`src/rtl/act_feed_pkg.sv`:
```
package act_feed_pkg;
  localparam int unsigned VAL_W = 16;
  localparam int unsigned COL_W = 16;

  typedef struct packed {
    logic [COL_W-1:0] col;
    logic [VAL_W-1:0] val;
  } feed_item_t;
endpackage

```
`src/rtl/act_fetch_seq.sv`:
```
module act_fetch_seq #(
  parameter int unsigned LANES      = 4,
  parameter int unsigned BANKS      = 8,
  parameter int unsigned BANK_AW    = 6,
  parameter int unsigned FIFO_DEPTH = 32,
  parameter int unsigned IDX_W      = 16,
  localparam int unsigned CNT_W     = $clog2(FIFO_DEPTH + 1),
  localparam int unsigned LANE_W    = $clog2(LANES),
  localparam int unsigned BANK_W    = $clog2(BANKS)
) (
  input  logic              clk,
  input  logic              rst_n,
  input  logic              start,
  input  logic [IDX_W-1:0]  vec_len,
  input  logic [CNT_W-1:0]  fifo_count,
  input  logic              fifo_empty,
  output logic [BANKS-1:0]  bank_rd_en,
  output logic [BANK_AW-1:0] bank_rd_addr,
  output logic              rd_vld_q,
  output logic [LANE_W-1:0] rd_lane_q,
  output logic [BANK_W-1:0] rd_bank_q,
  output logic [IDX_W-1:0]  rd_idx_q,
  output logic              eov
);
  logic             busy_q, busy_d;
  logic [IDX_W-1:0] idx_q, idx_d;
  logic [IDX_W-1:0] len_q;
  logic             load_len;
  logic             issue;
  logic             done;
  logic [CNT_W:0]   occ;
  logic [BANK_W-1:0] cur_bank;

  assign cur_bank     = idx_q[LANE_W +: BANK_W];
  assign bank_rd_addr = idx_q[LANE_W + BANK_W +: BANK_AW];
  // entries held plus the one in flight from the banks
  assign occ   = {1'b0, fifo_count} + {{CNT_W{1'b0}}, rd_vld_q};
  assign issue = busy_q && (idx_q != len_q) && (occ < FIFO_DEPTH);
  assign done  = busy_q && (idx_q == len_q) && !rd_vld_q && fifo_empty;
  assign eov   = done;

  generate
    for (genvar b = 0; b < BANKS; b++) begin : g_en
      assign bank_rd_en[b] = issue && (cur_bank == b);
    end
  endgenerate

  always_comb begin
    busy_d   = busy_q;
    idx_d    = idx_q;
    load_len = 1'b0;
    if (!busy_q) begin
      if (start) begin
        busy_d   = 1'b1;
        idx_d    = '0;
        load_len = 1'b1;
      end
    end else if (done) begin
      busy_d = 1'b0;
    end else if (issue) begin
      idx_d = idx_q + 1'b1;
    end
  end

  always_ff @(posedge clk or negedge rst_n) begin
    if (!rst_n) begin
      busy_q    <= 1'b0;
      idx_q     <= '0;
      len_q     <= '0;
      rd_vld_q  <= 1'b0;
      rd_lane_q <= '0;
      rd_bank_q <= '0;
      rd_idx_q  <= '0;
    end else begin
      busy_q   <= busy_d;
      idx_q    <= idx_d;
      rd_vld_q <= issue;
      if (load_len) len_q <= vec_len;
      if (issue) begin
        rd_lane_q <= idx_q[LANE_W-1:0];
        rd_bank_q <= cur_bank;
        rd_idx_q  <= idx_q;
      end
    end
  end

  AST_ONE_BANK: assert property (@(posedge clk) disable iff (!rst_n)
    $onehot0(bank_rd_en));
  AST_NO_READ_IDLE: assert property (@(posedge clk) disable iff (!rst_n)
    !busy_q |-> (bank_rd_en == '0));
endmodule

```
`src/rtl/act_lane_select.sv`:
```
module act_lane_select
  import act_feed_pkg::*;
#(
  parameter int unsigned LANES  = 4,
  parameter int unsigned BANKS  = 8,
  parameter int unsigned IDX_W  = 16,
  localparam int unsigned WORD_W = LANES * VAL_W,
  localparam int unsigned LANE_W = $clog2(LANES),
  localparam int unsigned BANK_W = $clog2(BANKS)
) (
  input  logic                    rd_vld,
  input  logic [LANE_W-1:0]       rd_lane,
  input  logic [BANK_W-1:0]       rd_bank,
  input  logic [IDX_W-1:0]        rd_idx,
  input  logic [BANKS*WORD_W-1:0] bank_rd_data,
  output logic                    push,
  output feed_item_t              item
);
  logic [WORD_W-1:0] word;
  logic [VAL_W-1:0]  val;

  assign word     = bank_rd_data[rd_bank*WORD_W +: WORD_W];
  assign val      = word[rd_lane*VAL_W +: VAL_W];
  assign push     = rd_vld && (val != '0);
  assign item.val = val;
  assign item.col = COL_W'(rd_idx);
endmodule

```
`src/rtl/act_sync_fifo.sv`:
```
module act_sync_fifo
  import act_feed_pkg::*;
#(
  parameter int unsigned DEPTH = 32,
  localparam int unsigned PTR_W = $clog2(DEPTH),
  localparam int unsigned CNT_W = $clog2(DEPTH + 1)
) (
  input  logic             clk,
  input  logic             rst_n,
  input  logic             push,
  input  feed_item_t       din,
  input  logic             pop,
  output feed_item_t       head,
  output logic             empty,
  output logic [CNT_W-1:0] count
);
  feed_item_t       mem [DEPTH];
  logic [PTR_W-1:0] wr_q, rd_q, wr_d, rd_d;
  logic [CNT_W-1:0] cnt_d;
  logic             do_pop;

  assign empty  = (count == '0);
  assign do_pop = pop && !empty;
  assign head   = mem[rd_q];

  always_comb begin
    wr_d  = wr_q;
    rd_d  = rd_q;
    cnt_d = count;
    if (push)   wr_d = (wr_q == PTR_W'(DEPTH-1)) ? '0 : wr_q + 1'b1;
    if (do_pop) rd_d = (rd_q == PTR_W'(DEPTH-1)) ? '0 : rd_q + 1'b1;
    if (push && !do_pop)      cnt_d = count + 1'b1;
    else if (!push && do_pop) cnt_d = count - 1'b1;
  end

  always_ff @(posedge clk or negedge rst_n) begin
    if (!rst_n) begin
      wr_q  <= '0;
      rd_q  <= '0;
      count <= '0;
    end else begin
      wr_q  <= wr_d;
      rd_q  <= rd_d;
      count <= cnt_d;
    end
  end

  always_ff @(posedge clk) begin
    if (push) mem[wr_q] <= din;
  end

  AST_NO_OVERFLOW: assert property (@(posedge clk) disable iff (!rst_n)
    push |-> (count < DEPTH) || do_pop);
endmodule

```
`src/rtl/sparse_act_feeder.sv`:
```
module sparse_act_feeder
  import act_feed_pkg::*;
#(
  parameter int unsigned LANES      = 4,
  parameter int unsigned BANKS      = 8,
  parameter int unsigned BANK_AW    = 6,
  parameter int unsigned FIFO_DEPTH = 32,
  parameter int unsigned IDX_W      = 16,
  localparam int unsigned WORD_W    = LANES * VAL_W,
  localparam int unsigned CNT_W     = $clog2(FIFO_DEPTH + 1),
  localparam int unsigned LANE_W    = $clog2(LANES),
  localparam int unsigned BANK_W    = $clog2(BANKS)
) (
  input  logic                    clk,
  input  logic                    rst_n,
  input  logic                    start,
  input  logic [IDX_W-1:0]        vec_len,
  output logic [BANKS-1:0]        bank_rd_en,
  output logic [BANK_AW-1:0]      bank_rd_addr,
  input  logic [BANKS*WORD_W-1:0] bank_rd_data,
  input  logic                    pe_ready,
  output logic                    bc_valid,
  output logic [VAL_W-1:0]        bc_data,
  output logic [COL_W-1:0]        bc_col,
  output logic                    eov
);
  logic              rd_vld;
  logic [LANE_W-1:0] rd_lane;
  logic [BANK_W-1:0] rd_bank;
  logic [IDX_W-1:0]  rd_idx;
  logic              push;
  feed_item_t        item;
  feed_item_t        head;
  logic              fifo_empty;
  logic [CNT_W-1:0]  fifo_count;

  act_fetch_seq #(
    .LANES(LANES), .BANKS(BANKS), .BANK_AW(BANK_AW),
    .FIFO_DEPTH(FIFO_DEPTH), .IDX_W(IDX_W)
  ) u_seq (
    .clk(clk), .rst_n(rst_n), .start(start), .vec_len(vec_len),
    .fifo_count(fifo_count), .fifo_empty(fifo_empty),
    .bank_rd_en(bank_rd_en), .bank_rd_addr(bank_rd_addr),
    .rd_vld_q(rd_vld), .rd_lane_q(rd_lane), .rd_bank_q(rd_bank),
    .rd_idx_q(rd_idx), .eov(eov)
  );

  act_lane_select #(
    .LANES(LANES), .BANKS(BANKS), .IDX_W(IDX_W)
  ) u_sel (
    .rd_vld(rd_vld), .rd_lane(rd_lane), .rd_bank(rd_bank), .rd_idx(rd_idx),
    .bank_rd_data(bank_rd_data), .push(push), .item(item)
  );

  act_sync_fifo #(.DEPTH(FIFO_DEPTH)) u_fifo (
    .clk(clk), .rst_n(rst_n), .push(push), .din(item),
    .pop(pe_ready), .head(head), .empty(fifo_empty), .count(fifo_count)
  );

  assign bc_valid = !fifo_empty;
  assign bc_data  = head.val;
  assign bc_col   = head.col;

  AST_BC_HOLD: assert property (@(posedge clk) disable iff (!rst_n)
    (bc_valid && !pe_ready) |=> (bc_valid && $stable(bc_data) && $stable(bc_col)));
  AST_NO_ZERO_OUT: assert property (@(posedge clk) disable iff (!rst_n)
    bc_valid |-> (bc_data != '0));
  AST_EOV_PULSE: assert property (@(posedge clk) disable iff (!rst_n)
    eov |=> !eov);
  AST_EOV_DRAINED: assert property (@(posedge clk) disable iff (!rst_n)
    eov |-> !bc_valid);
endmodule

```
`config.mk`:
```
export PLATFORM = sky130hd
export DESIGN_NAME = sparse_act_feeder
export DESIGN_NICKNAME = d
export VERILOG_FILES = /design/src/rtl/act_feed_pkg.sv /design/src/rtl/act_fetch_seq.sv /design/src/rtl/act_lane_select.sv /design/src/rtl/act_sync_fifo.sv /design/src/rtl/sparse_act_feeder.sv
export SDC_FILE = /design/constraint.sdc
export NUM_CORES = 1
export LEC_CHECK = 0
export BUFFER_PORTS_ARGS = -buffer_cell sky130_fd_sc_hd__clkbuf_2
export CAP_MARGIN = 0
export CORE_MARGIN = 3
export CORE_UTILIZATION = 50
export DETAILED_ROUTE_END_ITERATION = 7
export PLACE_DENSITY = 0.73
export SLEW_MARGIN = 20
export SYNTH_ARGS = -nofsm -noshare
export SYNTH_HDL_FRONTEND = slang
export SYNTH_HIERARCHICAL = 1
export SYNTH_SLANG_ARGS = --single-unit
```
`constraint.sdc`:
```
create_clock -name clk -period 6.4 [get_ports clk]
set_clock_uncertainty 0.1 [all_clocks]
set_input_delay 0.32 -clock clk [delete_from_list [all_inputs] [get_ports clk]]
set_output_delay 0.32 -clock clk [all_outputs]
set_load 0.02 [all_outputs]
```
# == Word-level counts from Yosys, hierarchy flattened ==
# Memory sizes are Yosys's and may differ from the RTL's.
# Cells that the tools add are included.
# totals
ff_bits,71
mem_count,1
output_inout_bits,48
mem_bits_rw,1024
# classes
magnitude_cmp,1
shifts,2
n_addsub,6
mux,14
eq_ne,13
n_reduce_logical,27
# mem_list
memory,depth,word_bits,rd,rd_clocked_by_memory_dff,write_ports,line_no,rtl
u_fifo.mem,32,32,1,0,1,act_sync_fifo.sv:17,feed_item_t mem [DEPTH];
# op_table
operator,n
512-bit by 10-bit variable part select with 64-bit output,1
16-bit two-way mux,4
64-bit by 7-bit variable part select with 16-bit output,1
1-bit logical AND,17
16-bit by 1-bit adder with 16-bit output (second input constant),1
16-bit equality test,1
16-bit != test,1
16-bit nonzero test,1
3-bit equality test (second input constant),4
6-bit two-way mux,2
5-bit by 1-bit adder with 5-bit output (second input constant),2
5-bit equality test (second input constant),2
5-bit two-way mux,2
6-bit by 1-bit adder with 7-bit output,1
7-bit by 6-bit < comparator with 1-bit output (second input constant),1
6-bit by 1-bit adder with 6-bit output (second input constant),1
3-bit by 2-bit equality test with 1-bit output (second input constant),2
6-bit logical NOT,1
1-bit two-way mux,6
6-bit by 1-bit subtractor with 6-bit output (second input constant),1
1-bit logical NOT,4
2-bit != test (second input constant),2
2-bit nonzero test,2
3-bit by 1-bit equality test with 1-bit output (second input constant),1
other kinds (2),2

# == Logic depth before layout (Yosys ltp) ==
# Gate-level depths: netlist of run 1.
# logic_depth
ltp_word,8
depth_mapped,17
depth_no_buf,13

# == Modules after synthesis ==
# Netlist of run 1, hierarchy kept.
# by_module_without_submodules
module,seq_area_each_um2,instances,cells_per_inst,area_per_inst_um2
act_sync_fifo,31149.9,1,1826,39840.7
act_lane_select,0.0,1,365,4334.2
act_fetch_seq,1251.2,1,259,2583.7
sparse_act_feeder,0.0,1,1,3.8

# == Worst setup path after synthesis of run 1 ==
# No wires, ideal clock.
# synth_timing
path_type,register to register
startpoint,register u_seq.rd_bank_q[0]
endpoint,memory u_fifo/mem[3][0] (netlist name) (enable)
setup_slack_ps,86
required_ps,5839
path_stages_with_launch,14
setup_ps,461
synth_period_minus_slack_ps,6314
n_path_buf,5
arrival_time_ps,5753
cell_sequence,dfrtp_1 > buf_6 > buf_6 > buf_8 > nor2_2 > buf_2 > a221oi_1 > nand2_1 > a31oi_1 > nor4_1 > a41oi_1 > clkbuf_1 > nand3b_1 > nor3_1
# synth_lines
item,line_no,rtl
"start, declared",act_fetch_seq.sv:21,"output logic [BANK_W-1:0] rd_bank_q,"
"start signal, assigned",act_fetch_seq.sv:81,rd_bank_q <= cur_bank;
"end, declared",act_sync_fifo.sv:17,

==> results of run 1 <==
[cell usage in the layout, fill, tap and decap left out, drive strengths merged, types with 4 or more instances in the layout]
master,netlist,layout
edfxtp,1024,1024
clkbuf,73,707
mux4,305,305
mux2i,164,164
buf,127,112
nand2,99,99
a22oi,93,93
dfrtp,66,66
a21oi,65,65
o221ai,62,62
a22o,38,38
nor2,37,37
nor3,33,33
diode,0,26
clkinv,0,23
dlygate4sd3,0,19
xor2,19,19
mux2,19,19
and2,18,18
inv,12,18
a31oi,17,17
a21boi,17,17
bufinv,0,16
o21ai,16,16
a221oi,16,16
o21bai,16,16
ha,13,13
nand3,13,13
clkinvlp,0,10
nor4,10,10
nor2b,9,9
and3,8,8
nand4,8,8
xnor2,5,5
nand2b,4,4
[what timing repair did]
item,4_1_cts,5_1_grt
hold buffers,19,0
setup buffers,0,0
hold endpoints to repair,85,0
[path summary, 6_finish.rpt]
path                                           end                from  depth (start not counted)  slack [ns]
worst max-delay path               u_fifo/count[5]  u_seq/rd_bank_q[0]                         15        0.73
worst min-delay path               u_seq/len_q[13]         vec_len[13]                          4        0.32
worst max register to register     u_fifo/count[5]  u_seq/rd_bank_q[0]                         15        0.73
worst min register to register      u_seq/len_q[0]      u_seq/len_q[0]                          2        0.40
max in group asynchronous       u_seq/rd_bank_q[1]               rst_n                          3        5.11
min in group asynchronous           u_seq/len_q[8]               rst_n                          3        0.35
[per-layer routing]
metal / wire [um] / vias up / share of wire / global-route usage
met5: 90 / - / 0.00055 / 0
met3: 15600 / 361 / 0.095 / 0.0566
met2: 80300 / 2029 / 0.49 / 0.543
li1: - / 11500 / - / -
met4: 13800 / 14 / 0.084 / 0.244
met1: 55000 / 14900 / 0.33 / 0.415
[critical path: cells and delay by family, from the launching register on]
family	cells	cell delay [ns]
AO/OA/AOI/OAI	4	0.88
XOR/XNOR	1	0.13
adder cells (fa/ha/maj)	2	0.74
buffers and inverters	3	0.79
flip-flops	1	0.78
multiplexers	1	0.57
AND/OR/NAND/NOR	4	1.50
[synthesized netlist by cell type, types with 17 or more instances]
cell type  number
a21oi_1        65
xor2_1         19
edfxtp_1     1024
dfrtp_1        66
a22o_1         38
and2_1         18
mux2i_1       164
buf_6          30
buf_4          51
clkbuf_1       72
a22oi_1        93
nor3_1         31
nand2_1        99
o221ai_1       62
nor2_1         35
mux2_2         18
a31oi_1        17
buf_2          43
mux4_2        305
[area by class of cell]
class	instances	share of cell area
sequential	1090	0.590
antenna	26	0.00118
inverter	12	0.000819
tap	1243	0.0283
multi-input combinational	1149	0.245
timing repair buffer	709	0.0740
clock inverter	55	0.0131
clock buffer	129	0.0482
[state kept, by name (all words and copies together) (netlist names)]
name and cells:
u_fifo/count 6, u_seq/rd_vld_q 1, u_fifo/rd_q 5, u_seq/rd_lane_q 1
u_fifo/mem 1024, u_seq/len_q 16, u_seq/rd_idx_q 13, u_seq/rd_bank_q 2
u_seq/idx_q 16, u_fifo/wr_q 5, u_seq/busy_q 1
[metrics by stage]
| stage | power [uW] | area, um^2 |
|---|---|---|
| 2_1_floorplan | 16600 | 46800 |
| 3_3_place_gp | 19700 | 51300 |
| 3_5_place_dp | 20000 | 51400 |
| 4_1_cts | 26100 | 54900 |
| 5_1_grt | 27000 | 55000 |
| 6_report | 26100 | 55000 |
[cells by family after synthesis]
group / share of synthesized area
muxes: 0.187
xor gates and xnor gates: 0.00450
DFF: 0.693
buffers and inverters: 0.0273
AOI/OAI and AO/OA: 0.0572
adders and majority gates: 0.00391
and+or+nand+nor: 0.0276
[power breakdown]
group	internal [uW]	leakage, uW	total [uW]	switching [uW]
Clock	3590	0.00162	6130	2540
Sequential	9840	0.0104	10600	744
Combinational	3510	0.00752	9380	5870
Total	16900	0.0195	26100	9160
==> flow_metrics.env, run 1 <==
export IMPL_grt_setup_unrepaired="no"
export IMPL_netlist_top_cells_area="edfxtp_1 (66%), mux4_2 (15%), dfrtp_1 (3.5%)"
export IMPL_hold_class="in -> reg"
export IMPL_cts_num_sinks=1090
export IMPL_syn_nets=2997
export IMPL_maxSlewHeadroom=0.279
export IMPL_pre_cts_slack_ns=0.790
export IMPL_period_share=0.886
export IMPL_cts_tree="built"
export IMPL_crit_path_top_delay_cell="dfrtp_4"
export IMPL_crit_path_end_kind="register"
export IMPL_path_class="reg -> reg"
export IMPL_worstSetupStartpointType="register"
export IMPL_synth_area_per_cell_um2=19.1
export IMPL_portBuffers=579
export IMPL_grt_first_pass_wirelength_um=228000
export IMPL_setup_viol_count_final=0
export IMPL_drt_iter0_drc=3703
export IMPL_placed_cells=4184
export IMPL_cts_resized=0
export IMPL_syn_inst=2451
export IMPL_area_delta_synth_final_pct=17.6
export IMPL_max_stage_delay_ns=0.78
export IMPL_worst_slack_ns=0.731
export IMPL_drc=0
export IMPL_drive_gt1_frac=0.395
export IMPL_finalWeightedCongestion=1.06
export IMPL_instances_no_fill=4413
export IMPL_core_region_area_um2=92200
export IMPL_cp_max_fo=46
export IMPL_ir_drop_mv=0.280
export IMPL_antenna_found_initial=50
export IMPL_holdWs_ns=0.320
export IMPL_hold_viol=0
export IMPL_first_pass_iters=6
export IMPL_outcome="finished, final reports clean"
export IMPL_cts_root_buf="clkbuf_16"
export IMPL_grt_max_degree=67
export IMPL_die_area_um2=97200
export IMPL_post_route_min_period_ns=5.67
export IMPL_worstMarginPinSlew_ns=1.08
export IMPL_maxCapViolCount=0
export IMPL_grt_pass1_vias=28800
export IMPL_max_clock_freq_mhz=176
export IMPL_track_usage=0.337
export IMPL_synth_seq_cells=1090
export IMPL_clockBufferDepth=3
export IMPL_synth_cell_types=66
export IMPL_initial_core_util=0.507
export IMPL_die_height_um=312
export IMPL_multi_input_area_um2=13500
export IMPL_nFillCells=6636
export IMPL_ys_flop_type="edfxtp_1"
export IMPL_insertion_delay_ns=0.65
export IMPL_numCtsBuffers=101
export IMPL_fin_setup_tns_ns=0
export IMPL_utilization=0.596
export IMPL_final_max_slew_violation_count=0
export IMPL_htree_levels=3
export IMPL_dp_hpwl_um=117000
export IMPL_cp_required_ns=6.81
export IMPL_grt_overflow=0
export IMPL_ys_async_sr_fraction=0.0606
export IMPL_cts_reportedPaths_clkPinSlew_ns=0.06
export IMPL_seq_area_um2=32400
export IMPL_synth_edff_count=1024
export IMPL_path_cells="buf_12 > mux4_2 > a22o_1 > nor3_1 > a31oi_2 > buf_4 > nor4_1 > a41oi_1 > ha_1 > inv_1 > ha_1 > or4_1 > o211ai_1 > nor3b_1 > xnor2_1"
export IMPL_fin_nets=3609
export IMPL_via_count=28800
export IMPL_yosys_area_top_type="edfxtp_1"
export IMPL_cpMostUsedCell="ha_1"
export IMPL_routedWlPerCell_um=37.4
export IMPL_num_io_pins=580
export IMPL_p_per_area_nw_per_um2=475
export IMPL_die_w_um=312
export IMPL_viasPerCell=6.53
export IMPL_ant_nets=0
export IMPL_p_leak_uw=0.0195
export IMPL_netlist_area_leader_share=0.658
export IMPL_routed_wl_um=165000
export IMPL_yosysSeqAreaShare=0.693
export IMPL_arrival_ns=6.08
export IMPL_synth_area_um2=46800
export IMPL_rows=111
export IMPL_yosys_warnings=6
No activity file was read; power rests on OpenSTA's default activity.
==> inputs of run 2 (changes only) <==
--- a/config.mk
+++ b/config.mk
@@ -8,9 +8,8 @@
 export BUFFER_PORTS_ARGS = -buffer_cell sky130_fd_sc_hd__clkbuf_2
 export CAP_MARGIN = 0
 export CORE_MARGIN = 3
-export CORE_UTILIZATION = 50
+export CORE_UTILIZATION = 35
 export DETAILED_ROUTE_END_ITERATION = 7
-export PLACE_DENSITY = 0.73
 export SLEW_MARGIN = 20
 export SYNTH_ARGS = -nofsm -noshare
 export SYNTH_HDL_FRONTEND = slang
==> run 2 against run 1 <==
  * Clock-buffer cell count rose by 10
  * Worst setup slack got worse by 0.14 ns
  * Register-to-register slack worse by 0.14 ns
  * Via count fell by 4.0%
  * Fmax down 2.4%
  * First-iteration DRC count is 25% lower
  * Non-clock buffer count down 2
  * Sequential share of layout area shrank 0.53 points
  * Critical path type unchanged
==> flow_metrics.env, run 2 (synthesis gave the netlist of run 1 again) <==
export IMPL_finalWeightedCongestion=0.990
export IMPL_reg2regPathDepth=16
export IMPL_initial_core_util=0.354
export IMPL_grt_overflow=0
export IMPL_first_pass_iters=5
export IMPL_numCtsBuffers=103
export IMPL_p_leak_uw=0.0195
export IMPL_die_area_um2=138000
export IMPL_portBuffers=579
export IMPL_top_register="u_fifo/mem"
export IMPL_maxCapViolCount=0
export IMPL_drive_gt1_frac=0.389
export IMPL_routed_wl_um=164000
export IMPL_dp_hpwl_um=116000
export IMPL_crit_family="simple AND/OR/NAND/NOR gates"
export IMPL_grt_max_degree=111
export IMPL_outcome="finished, final reports clean"
export IMPL_crit_path_top_delay_cell="dfrtp_4"
export IMPL_cts_root_buf="clkbuf_16"
export IMPL_grt_first_pass_wirelength_um=225000
export IMPL_cts_tree="built"
export IMPL_via_count=27700
export IMPL_path_cells="buf_12 > mux4_2 > a22o_1 > nor3_1 > a31oi_2 > buf_4 > nor4_1 > a41oi_1 > buf_4 > ha_1 > inv_1 > ha_1 > or4_1 > o211ai_1 > nor3b_1 > xnor2_1"
export IMPL_worst_slack_ns=0.589
export IMPL_setup_viol_count_final=0
export IMPL_hold_class="in -> async"
export IMPL_area_delta_synth_final_pct=18.7
export IMPL_cp_num_buf_inv=4
export IMPL_post_route_min_period_ns=5.81
export IMPL_clockBufferDepth=3
export IMPL_track_usage=0.235
export IMPL_max_stage_delay_ns=0.79
export IMPL_worst_path_stages=16
export IMPL_grt_pass1_vias=27900
export IMPL_drt_iter0_drc=2791
export IMPL_layout_commonest_cell="edfxtp_1"
export IMPL_fin_nets=3609
export IMPL_insertion_delay_ns=0.70
export IMPL_die_height_um=372
export IMPL_ir_drop_mv=0.280
export IMPL_htree_levels=3
export IMPL_maxSlewHeadroom=0.279
export IMPL_arrival_ns=6.24
export IMPL_reg_largest_list="u_fifo/mem: 1024 flops, u_seq/idx_q: 16 flops, u_seq/len_q: 16 flops"
export IMPL_die_w_um=372
export IMPL_largest_reg_flops=1024
export IMPL_num_io_pins=580
export IMPL_period_share=0.908
export IMPL_worstMarginPinSlew_ns=1.08
export IMPL_rows=133
export IMPL_fin_setup_tns_ns=0
export IMPL_routedWlPerCell_um=33.4
export IMPL_hold_viol=0
export IMPL_max_clock_freq_mhz=172
export IMPL_drc=0
export IMPL_cp_required_ns=6.83
export IMPL_antenna_found_initial=26
export IMPL_instances_no_fill=4917
export IMPL_cp_max_fo=33
export IMPL_nFillCells=11800
export IMPL_pre_cts_slack_ns=0.652
export IMPL_cts_num_sinks=1090
export IMPL_placed_cells=4694
export IMPL_final_cell_mix="edfxtp_1 (1024), clkbuf_2 (578), mux4_2 (305), mux2i_1 (164), clkbuf_16 (103)"
export IMPL_grt_setup_unrepaired="no"
export IMPL_viasPerCell=5.62
export IMPL_worstSetupStartpointType="register"
export IMPL_seq_area_um2=32400
export IMPL_path_class="reg -> reg"
export IMPL_multi_input_area_um2=13400
export IMPL_ant_nets=0
export IMPL_core_region_area_um2=132000
export IMPL_final_max_slew_violation_count=0
export IMPL_cts_reportedPaths_clkPinSlew_ns=0.06
export IMPL_crit_path_end_kind="register"
export IMPL_p_per_area_nw_per_um2=473
==> run 2: final timing paths <==
check                      slack [ns]         endpoint                from
hold reg to reg                  0.39  u_seq/len_q[13]     u_seq/len_q[13]
hold / removal                   0.03   u_seq/len_q[9]               rst_n
max in group asynchronous        4.96   u_fifo/rd_q[1]               rst_n
setup reg to reg                 0.59  u_fifo/count[5]  u_seq/rd_bank_q[0]
setup / recovery                 0.59  u_fifo/count[5]  u_seq/rd_bank_q[0]
min in group clk                 0.29  u_seq/len_q[12]         vec_len[12]
==> run 2: layout make-up <==
cell class / instances / area share
sequential: 1090 / 0.584
inverter: 12 / 0.000812
clock buffer: 139 / 0.0492
timing repair buffer: 707 / 0.0731
clock inverter: 52 / 0.0100
multi-input combinational: 1149 / 0.242
antenna: 13 / 0.000586
tap: 1755 / 0.0396
==> run 2: metal layers <==
| metal | track usage | routed length [um] |
|---|---|---|
| met4 | 0.124 | 9800 |
| met3 | 0.0472 | 11700 |
| met2 | 0.396 | 82200 |
| met5 | 0 | 89 |
| met1 | 0.283 | 60200 |
==> run 2: worst reg2reg max path: stages, from the launching register on <==
cell,delay (ns)
dfrtp_4,0.79
buf_12,0.32
mux4_2,0.59
a22o_1,0.25
nor3_1,0.74
a31oi_2,0.11
buf_4,0.29
nor4_1,0.35
a41oi_1,0.24
buf_4,0.27
ha_1,0.31
inv_1,0.16
ha_1,0.29
or4_1,0.52
o211ai_1,0.11
nor3b_1,0.09
xnor2_1,0.12
==> run 2: report_power, final <==
part           leakage, uW  switching (uW)  internal [uW]
sequential          0.0104             727           9840
combinational      0.00752            6140           3570
clock              0.00159            2650           3310
total               0.0195            9510          16700
==> run 2: through the flow <==
stage | cell area (um^2) | hold slack, ns | power [uW] | utilization
global route | 55500 | 0.0628 | 27300 | 0.420
floorplan | 46800 | -0.0756 | 16600 | -
CTS | 55500 | 0.00311 | 26500 | 0.420
global placement | 52000 | 0.185 | 20500 | 0.393
detailed placement | 52000 | 0.198 | 20600 | 0.393
finish | 55500 | 0.0344 | 26200 | 0.420
==> run 2: timing repair <==
action                                 CTS  global route
gates resized for setup                  0             0
hold buffers                            19             0
endpoints found under the hold margin   37             0
setup buffers                            0             0
